<file path="config.mk">
export PLATFORM = sky130hd
export DESIGN_NAME = mrt16_timer
export DESIGN_NICKNAME = d
export VERILOG_FILES = /design/src/rtl/mrt_pkg.sv /design/src/rtl/mrt_tick_gen.sv /design/src/rtl/mrt_regs.sv /design/src/rtl/mrt_core.sv /design/src/rtl/mrt16_timer.sv
export SDC_FILE = /design/constraint.sdc
export NUM_CORES = 1
export LEC_CHECK = 0
export ABC_AREA = 1
export BUFFER_PORTS_ARGS = -buffer_cell sky130_fd_sc_hd__buf_2
export CAP_MARGIN = 20
export CELL_PAD_IN_SITES_DETAIL_PLACEMENT = 1
export CELL_PAD_IN_SITES_GLOBAL_PLACEMENT = 1
export CORE_MARGIN = 2
export CORE_UTILIZATION = 47
export DETAILED_ROUTE_END_ITERATION = 16
export PLACE_DENSITY_LB_ADDON = 0.1
export RECOVER_POWER = 25
export SLEW_MARGIN = 30
export SYNTH_ARGS = -nofsm -noshare
export SYNTH_HDL_FRONTEND = slang
export SYNTH_SLANG_ARGS = --single-unit
</file>
<file path="constraint.sdc">
create_clock -name clk -period 3.4 [get_ports clk]
set_input_delay 0.34 -clock clk [delete_from_list [all_inputs] [get_ports clk]]
set_output_delay 0.34 -clock clk [all_outputs]
set_load 0.02 [all_outputs]
</file>
<file path="src/rtl/mrt_pkg.sv">
package mrt_pkg;

    typedef enum logic [1:0] {
        SRC_FAST = 2'b00,
        SRC_SLOW = 2'b01,
        SRC_SUB  = 2'b10,
        SRC_PIN  = 2'b11
    } src_e;

    typedef enum logic {
        RUN_HALT = 1'b0,
        RUN_GO   = 1'b1
    } run_e;

    localparam logic [2:0] MODE_COUNT = 3'b000;
    localparam logic [2:0] MODE_PULSE = 3'b001;

    localparam logic [2:0] ADR_LO   = 3'd0;
    localparam logic [2:0] ADR_HI   = 3'd1;
    localparam logic [2:0] ADR_MODE = 3'd2;
    localparam logic [2:0] ADR_CTRL = 3'd3;
    localparam logic [2:0] ADR_STAT = 3'd4;

endpackage

</file>
<file path="src/rtl/mrt_tick_gen.sv">
module mrt_tick_gen
    import mrt_pkg::*;
#(
    parameter int DIV_FAST    = 2,
    parameter int DIV_SLOW    = 16,
    parameter int SYNC_STAGES = 2
) (
    input  logic       clk,
    input  logic       rst_n,
    input  logic [1:0] src,
    input  logic       edge_sel,
    input  logic       sub_tick,
    input  logic       cnt_pin,
    output logic       tick
);

    localparam int FW = (DIV_FAST > 1) ? $clog2(DIV_FAST) : 1;
    localparam int SW = (DIV_SLOW > 1) ? $clog2(DIV_SLOW) : 1;
    localparam logic [FW-1:0] FAST_LAST = FW'(DIV_FAST - 1);
    localparam logic [SW-1:0] SLOW_LAST = SW'(DIV_SLOW - 1);

    logic [FW-1:0]        div_fast;
    logic [SW-1:0]        div_slow;
    logic [SYNC_STAGES:0] pin_sh;
    logic                 pin_now;
    logic                 pin_old;
    logic                 pin_edge;

    // free-running dividers, each wraps at its own divisor
    always_ff @(posedge clk) begin
        if (!rst_n) begin
            div_fast <= '0;
            div_slow <= '0;
        end else begin
            div_fast <= (div_fast == FAST_LAST) ? '0 : div_fast + 1'b1;
            div_slow <= (div_slow == SLOW_LAST) ? '0 : div_slow + 1'b1;
        end
    end

    // synchronizer chain plus one history flop for edge detection
    generate
        for (genvar g = 0; g <= SYNC_STAGES; g++) begin : g_sync
            if (g == 0) begin : g_first
                always_ff @(posedge clk) begin
                    if (!rst_n) pin_sh[0] <= 1'b0;
                    else        pin_sh[0] <= cnt_pin;
                end
            end else begin : g_next
                always_ff @(posedge clk) begin
                    if (!rst_n) pin_sh[g] <= 1'b0;
                    else        pin_sh[g] <= pin_sh[g-1];
                end
            end
        end
    endgenerate

    assign pin_now  = pin_sh[SYNC_STAGES-1];
    assign pin_old  = pin_sh[SYNC_STAGES];
    assign pin_edge = edge_sel ? (pin_old & ~pin_now) : (pin_now & ~pin_old);

    always_comb begin
        tick = 1'b0;
        unique case (src_e'(src))
            SRC_FAST: tick = (div_fast == FAST_LAST);
            SRC_SLOW: tick = (div_slow == SLOW_LAST);
            SRC_SUB:  tick = sub_tick;
            SRC_PIN:  tick = pin_edge;
        endcase
    end

endmodule

</file>
<file path="src/rtl/mrt_regs.sv">
module mrt_regs
    import mrt_pkg::*;
#(
    parameter int CNT_W  = 16,
    parameter int BYTE_W = 8
) (
    input  logic              clk,
    input  logic              rst_n,
    input  logic              bus_wr,
    input  logic              bus_rd,
    input  logic [2:0]        bus_addr,
    input  logic [BYTE_W-1:0] bus_wdata,
    input  logic [CNT_W-1:0]  cnt_q,
    input  logic              uf,
    input  run_e              run_st,
    output logic [BYTE_W-1:0] bus_rdata,
    output logic [BYTE_W-1:0] mode_reg,
    output logic              mode_wr,
    output logic              commit,
    output logic [CNT_W-1:0]  commit_val,
    output logic              stop_wr,
    output logic              stop_val,
    output logic              irq_req
);

    localparam int HI_W = CNT_W - BYTE_W;

    logic [BYTE_W-1:0] lo_buf;
    logic [BYTE_W-1:0] lo_hold;
    logic              wr_lo;
    logic              wr_hi;
    logic              wr_clr;
    logic              rd_hi;

    assign wr_lo   = bus_wr && (bus_addr == ADR_LO);
    assign wr_hi   = bus_wr && (bus_addr == ADR_HI);
    assign mode_wr = bus_wr && (bus_addr == ADR_MODE);
    assign stop_wr = bus_wr && (bus_addr == ADR_CTRL);
    assign wr_clr  = bus_wr && (bus_addr == ADR_STAT) && bus_wdata[0];
    assign rd_hi   = bus_rd && (bus_addr == ADR_HI);

    assign stop_val   = bus_wdata[0];
    assign commit     = wr_hi;
    assign commit_val = {bus_wdata[HI_W-1:0], lo_buf};

    always_ff @(posedge clk) begin
        if (!rst_n) begin
            lo_buf   <= '0;
            lo_hold  <= '0;
            mode_reg <= '0;
            irq_req  <= 1'b0;
        end else begin
            if (wr_lo)   lo_buf   <= bus_wdata;
            if (rd_hi)   lo_hold  <= cnt_q[BYTE_W-1:0];
            if (mode_wr) mode_reg <= bus_wdata;
            // a wrap outranks a clear arriving in the same cycle
            if (uf)          irq_req <= 1'b1;
            else if (wr_clr) irq_req <= 1'b0;
        end
    end

    always_comb begin
        bus_rdata = '0;
        unique case (bus_addr)
            ADR_LO:   bus_rdata = lo_hold;
            ADR_HI:   bus_rdata = BYTE_W'(cnt_q[CNT_W-1:BYTE_W]);
            ADR_MODE: bus_rdata = mode_reg;
            ADR_CTRL: bus_rdata = {{(BYTE_W-1){1'b0}}, (run_st == RUN_HALT)};
            ADR_STAT: bus_rdata = {{(BYTE_W-1){1'b0}}, irq_req};
            default:  bus_rdata = '0;
        endcase
    end

endmodule

</file>
<file path="src/rtl/mrt_core.sv">
module mrt_core
    import mrt_pkg::*;
#(
    parameter int CNT_W = 16
) (
    input  logic             clk,
    input  logic             rst_n,
    input  logic             tick,
    input  logic [2:0]       mode,
    input  logic             mode_wr,
    input  logic             pol_new,
    input  logic             commit,
    input  logic [CNT_W-1:0] commit_val,
    input  logic             stop_wr,
    input  logic             stop_val,
    output run_e             run_st,
    output logic [CNT_W-1:0] cnt_q,
    output logic [CNT_W-1:0] latch_q,
    output logic             uf,
    output logic             pulse_out
);

    run_e st_nx;
    logic mode_ok;
    logic step;
    logic lvl_q;

    // state register
    always_ff @(posedge clk) begin
        if (!rst_n) run_st <= RUN_HALT;
        else        run_st <= st_nx;
    end

    // transitions GO_START and GO_STOP
    always_comb begin
        st_nx = run_st;
        unique case (run_st)
            RUN_HALT: if (stop_wr && !stop_val) st_nx = RUN_GO;
            RUN_GO:   if (stop_wr &&  stop_val) st_nx = RUN_HALT;
        endcase
    end

    assign mode_ok = (mode == MODE_COUNT) || (mode == MODE_PULSE);
    assign step    = (run_st == RUN_GO) && tick && mode_ok;
    assign uf      = step && (cnt_q == '0);

    always_ff @(posedge clk) begin
        if (!rst_n) begin
            cnt_q   <= '0;
            latch_q <= '0;
        end else begin
            if (commit) latch_q <= commit_val;
            unique case (run_st)
                RUN_HALT: if (commit) cnt_q <= commit_val;
                RUN_GO:   if (step)   cnt_q <= (cnt_q == '0) ? latch_q : cnt_q - 1'b1;
            endcase
        end
    end

    always_ff @(posedge clk) begin
        if (!rst_n)                        lvl_q <= 1'b1;
        else if (mode_wr)                  lvl_q <= ~pol_new;
        else if (uf && mode == MODE_PULSE) lvl_q <= ~lvl_q;
    end

    // output process
    always_comb begin
        pulse_out = (mode == MODE_PULSE) ? lvl_q : 1'b0;
    end

endmodule

</file>
<file path="src/rtl/mrt16_timer.sv">
module mrt16_timer
    import mrt_pkg::*;
#(
    parameter int CNT_W       = 16,
    parameter int BYTE_W      = 8,
    parameter int DIV_FAST    = 2,
    parameter int DIV_SLOW    = 16,
    parameter int SYNC_STAGES = 2
) (
    input  logic        clk,
    input  logic        rst_n,
    input  logic        bus_wr,
    input  logic        bus_rd,
    input  logic [2:0]  bus_addr,
    input  logic [7:0]  bus_wdata,
    output logic [7:0]  bus_rdata,
    input  logic        sub_tick,
    input  logic        cnt_pin,
    output logic        pulse_out,
    output logic        irq_req
);

    run_e              run_st;
    logic [CNT_W-1:0]  cnt_q;
    logic [CNT_W-1:0]  latch_q;
    logic [BYTE_W-1:0] mode_reg;
    logic [2:0]        mode_q;
    logic              tick_q;
    logic              uf;
    logic              mode_wr;
    logic              commit;
    logic [CNT_W-1:0]  commit_val;
    logic              stop_wr;
    logic              stop_val;

    assign mode_q = mode_reg[2:0];

    mrt_tick_gen #(
        .DIV_FAST   (DIV_FAST),
        .DIV_SLOW   (DIV_SLOW),
        .SYNC_STAGES(SYNC_STAGES)
    ) u_tick (
        .clk     (clk),
        .rst_n   (rst_n),
        .src     (mode_reg[7:6]),
        .edge_sel(mode_reg[5]),
        .sub_tick(sub_tick),
        .cnt_pin (cnt_pin),
        .tick    (tick_q)
    );

    mrt_regs #(
        .CNT_W (CNT_W),
        .BYTE_W(BYTE_W)
    ) u_regs (
        .clk       (clk),
        .rst_n     (rst_n),
        .bus_wr    (bus_wr),
        .bus_rd    (bus_rd),
        .bus_addr  (bus_addr),
        .bus_wdata (bus_wdata),
        .cnt_q     (cnt_q),
        .uf        (uf),
        .run_st    (run_st),
        .bus_rdata (bus_rdata),
        .mode_reg  (mode_reg),
        .mode_wr   (mode_wr),
        .commit    (commit),
        .commit_val(commit_val),
        .stop_wr   (stop_wr),
        .stop_val  (stop_val),
        .irq_req   (irq_req)
    );

    mrt_core #(
        .CNT_W(CNT_W)
    ) u_core (
        .clk       (clk),
        .rst_n     (rst_n),
        .tick      (tick_q),
        .mode      (mode_q),
        .mode_wr   (mode_wr),
        .pol_new   (bus_wdata[5]),
        .commit    (commit),
        .commit_val(commit_val),
        .stop_wr   (stop_wr),
        .stop_val  (stop_val),
        .run_st    (run_st),
        .cnt_q     (cnt_q),
        .latch_q   (latch_q),
        .uf        (uf),
        .pulse_out (pulse_out)
    );

endmodule

</file>
== Word level (Yosys, flattened, before mapping) ==
Cells that the tools add are included.
Storage, ports and cells
  flip-flop bits (word level): 67
  input port bits: 17
  output and inout bits: 10
  word-level logic and storage cells: 74
Cells by class
  add/sub/neg operators: 3
  equal/unequal tests: 11
  multiplexer cells: 15
  bitwise gates (word level): 8
  reductions and logical operators: 24
Operator list (number)
  16-bit two-way mux: 3
  8-bit case mux with 5 select lines: 1
  16-bit case mux with 2 select lines: 1
  16-bit logical NOT: 1
  16-bit by 1-bit subtractor with 16-bit output, second input constant: 1
  1-bit logical AND: 13
  1-bit two-way mux: 8
  3-bit by 1-bit equality test with 1-bit output, second input constant: 2
  3-bit by 2-bit equality test with 1-bit output, second input constant: 2
  3-bit logical NOT: 2
  1-bit NOT: 6
  4-bit by 1-bit adder with 4-bit output, second input constant: 1
  2-bit equality test, second input constant: 2
  4-bit equality test, second input constant: 1
  2-bit inequality test, second input constant: 2
  1-bit case mux with 4 select lines: 1
  2-bit nonzero test: 2
  2-bit OR reduction: 2
  3-bit equality test, second input constant: 1
  1-bit bitwise AND: 2
  2-bit by 1-bit equality test with 1-bit output, second input constant: 1
  2-bit logical NOT: 1
  1-bit case mux with 2 select lines: 1
  2-bit AND reduction: 1
  other kinds (3): 3

== Longest topological paths before layout ==
  word-level depth: 10
  depth in mapped cells: 12
  mapped depth without buffers: 11

== Hierarchy ==
A second synthesis with hierarchy kept.
Second synthesis, totals
  cell total of the unflattened synthesis: 594
  area, all modules: 3817.4 um^2
Modules (own cells, without submodules)
  mrt_core: times used 1, cells an instance 324, area each 2073.2 um^2, sequential area each 680.7 um^2
  mrt_regs: times used 1, cells an instance 225, area each 1411.4 um^2, sequential area each 500.5 um^2
  mrt_tick_gen: times used 1, cells an instance 45, area each 332.8 um^2, sequential area each 160.2 um^2

== Least setup slack after synthesis ==
OpenSTA, ideal clock, no wires.
  path kind: flip-flop to flip-flop
  start point: register u_tick.div_slow[0]
  end point: register u_core.cnt_q[1]
  library setup time: 109 ps
  arrival: 1321 ps
  data required time: 3291 ps
  setup slack: 1970 ps
  cell stages (with the launch flop): 13
  path buffers: 1
  clock period less this slack: 1430 ps
  cells stage by stage: dfxtp_1 > ha_1 > nand3_1 > nor2_1 > nor2_1 > nand2_1 > nand2_1 > buf_4 > nand3_1 > nand2_1 > inv_1 > nand2_1 > inv_1
On the way
  word-level cells in the longest chain between the ends: 6
Ends and longest elaborated chain
  start: declaration: line mrt_tick_gen.sv:23  | logic [SW-1:0] div_slow;
  start signal: assignment: line mrt_tick_gen.sv:36  | div_slow <= (div_slow == SLOW_LAST) ? '0 : div_slow + 1'b1;
  4-bit equality test: line mrt_tick_gen.sv:65  | SRC_SLOW: tick = (div_slow == SLOW_LAST);
  1-bit case mux with 4 select lines: line mrt_tick_gen.sv:63  | unique case (src_e'(src))
  1-bit logical AND (2 in series): line mrt_core.sv:44  | assign step = (run_st == RUN_GO) && tick && mode_ok;
  2-bit inequality test (no source line)
  2-bit AND reduction (no source line)
  end signal: assignment: line mrt_core.sv:54  | RUN_HALT: if (commit) cnt_q <= commit_val;
  end signal: assignment: line mrt_core.sv:55  | RUN_GO: if (step) cnt_q <= (cnt_q == '0) ? latch_q : cnt_q - 1'b1;
  end: declaration: line mrt_core.sv:17  | output logic [CNT_W-1:0] cnt_q,
Every way passes these cells.
A chain may end at the register's enable or synchronous reset.

==> run metrics <==
Sw Pwr roughly 0.00069 W; fin crit period ~2500 ps; critical path, cell by cell clkbuf_1, o21ai_0, a21oi_1; Slowest-stage cell, CP clkbuf_1; # nets final around 560; Die Y around 92 um; crit path kind input port to flop; Post-Syn Area ~3600 um^2; Synth Area in Compound Gates 19.7%; commonest non-fill, non-tap cell in the layout nand2_1; critical path depth 3; # hold bufs at CTS 0; IO Count 27; placed instance area 3750 um^2; Synth Area in XOR/XNOR about 1.9%; input/output buffers 26; Critical Path Source Type input port; fraction of power consumed by sequential logic 42.1%; Largest regs u_core.cnt_q x16, u_core.latch_q x16; Finish-stage setup viols 0; drt pass-1 iters 4; post-synthesis simple-gate area fraction 29.3%; RSZ-0062 raised after global routing false; Fillers approximately 1000; commonest non-fill, non-tap cells in the layout nand2_1 (91), dfxtp_1 (67), inv_1 (65), nor2_1 (64), a21oi_1 (58); Yosys cell types 28; hold path depth 3; Peak VDD IR 252 uV; number of vias per cell between 5 and 6; share of post-route cells with drive strength above 1 about an eighth; syn_nets 545; P_int between 0.001 and 0.0015 W; Tcrit/Tclk final 72.4%; crit path DAT ~2700 ps; dpl hpwl roughly 8.4 mm; Max Cap Viol 1; die width 91.6 um; Wirelength per Cell 17.4 um; initial antenna violation count 0; core footprint 7330 um^2; clock power share 35.6%; CTS tree done; delay of the slowest critical-path stage roughly 1600 ps; first-pass GRT wire length approximately 19 mm; fmax between 400 and 500 MHz; pwr/cell area just over 500 nW/um^2; Max Root-Sink Buffers 2; sequential-to-total area share from yosys stat between 30% and 40%; Clk Latency, worst-skew pair around 350 ps; Hold Fails Final Rpt 0; GRT Total Usage between 20% and 30%; met3 global-route usage roughly 4.7%; CTS Sinks 67; CP Buf/Inv Count 1; fin util 54.0%; Initial DRC Count between 150 and 200; CP Capture Type flop; sw frac about a third; Yosys warnings 0; # resized after CTS 0; Slew headroom -51.2%; Least-Margin Pin Slew ~2300 ps; total wire length 11.3 mm; Clock Pin Slew Worst Setup and Hold Paths around 70 ps; vias in the first global route 3502; largest family of logic cells by synthesized area simple AND/OR/NAND/NOR gates; initial core utilization between 40% and 50%; FF+latch count, synth 67; violated checks max-capacitance violations, max-slew violations; met2 usage 43.5%; GRT overflow 0; grt peak-use layer met2; clock root cell clkbuf_8; final estimated routing congestion in global placement between 0.8 and 0.9; Synth Instances 525; Clock Skews about 11 ps; setup TNS 0 ps; htree depth 3; die area roughly 8400 um^2; largest net degree at the start of global routing 62; Slew Limit Fails 62; min-delay worst type input port to flop; mux contribution to synthesized area 0%; postcts setup bufs 0; Reg2Reg Depth 10; DR vias ~3500; Combinational Power Share approximately 22%; antenna viol nets, final 0; CTS Buf Count 9; final instance area roughly 4000 um^2; Critical Path Fanout Max 61; DRC viols 0; status complete, but fails checks; Setup crit start rst_n; diode count 0; row cnt 31; Post-Synth Adder-Cell Area 1.04%; CP delay by family, top buffers and inverters; static leakage roughly 1.9 nW; synthesized area per cell ~6.9 um^2; met1 Resource Use GR around two fifths; area grow syn2layout 9.60%; hold_sp cnt_pin; WP data required approximately 3700 ps
layer usage:
layer  up-vias  share of wire, %
li1       1737                 -
met1      1668                49
met2        63                46
met3        16               3.4
met4         0               1.9
met5         -                 0
cell usage after synthesis (all sizes together):
cell | instances | area share (%)
a21oi | 60 | 8.5
buf | 12 | 2.6
o21ai | 65 | 9.0
ha | 3 | 1.0
clkbuf | 8 | 0.83
xor2 | 7 | 1.7
nor2 | 79 | 12
nand2 | 98 | 11
nand4 | 4 | 0.69
a311o | 1 | 0.28
dfxtp | 67 | 37
inv | 71 | 7.4
o221ai | 7 | 1.7
nand3 | 40 | 5.7
a211oi | 1 | 0.21
nor3b | 1 | 0.21
xnor2 | 1 | 0.24
area by class of cell:
cell class | instances | area, um^2 | area share, %
multi-input cells | 367 | 1880 | 47.5
flip-flops and latches | 67 | 1340 | 33.9
inverters | 71 | 267 | 6.74
clock buffers | 10 | 138 | 3.48
repair buffers | 27 | 136 | 3.45
well taps | 99 | 124 | 3.13
clock inverters | 6 | 71.3 | 1.80
kinds of logic (layout without fill, tap and decap cells):
logic type	Yosys count	after routing
buf+inv	91	114
compound gates	134	134
xor+xnor	8	8
flops	67	67
simple gates	222	222
fa+ha+maj	3	3
through the flow:
stage	setup WS [ps]	power, W	instances	hold slack (ps)
final	940	0.00201	647	182
after global routing	633	0.00212	647	190
after CTS	1360	0.00202	647	174
after detailed placement	1370	0.00130	631	416
after global placement	1460	0.00129	631	400
after floorplan	1970	0.00119	525	390
worst reg2reg max path, cell delays in order (launching register included):
cell	delay [ps]
dfxtp_1	320
buf_4	220
inv_2	190
nor2_1	150
nand2_1	60
inv_1	90
nand2_1	290
nand2_4	340
o21ai_1	130
nor2_1	130
nor2_1	50
power groups by stage:
stage	sequential [W]	combinational, W	clock (W)
after global routing	0.000851	0.000500	0.000764
final	0.000847	0.000450	0.000715
after detailed placement	0.000864	0.000440	0
after CTS	0.000846	0.000445	0.000725
after floorplan	0.000853	0.000334	0
after global placement	0.000862	0.000429	0
worst paths after layout:
kind,to,slack [ps]
worst max-delay path,u_regs.lo_hold[0]$_SDFFE_PN0P_,940
worst min register to register,u_tick.div_fast$_SDFF_PP0_,420
worst max register to register,u_core.cnt_q[4]$_SDFFE_PN0P_,1320
worst min-delay path,u_tick.pin_sh[0]$_SDFF_PN0_,180
(Power assumes the default switching activity.)
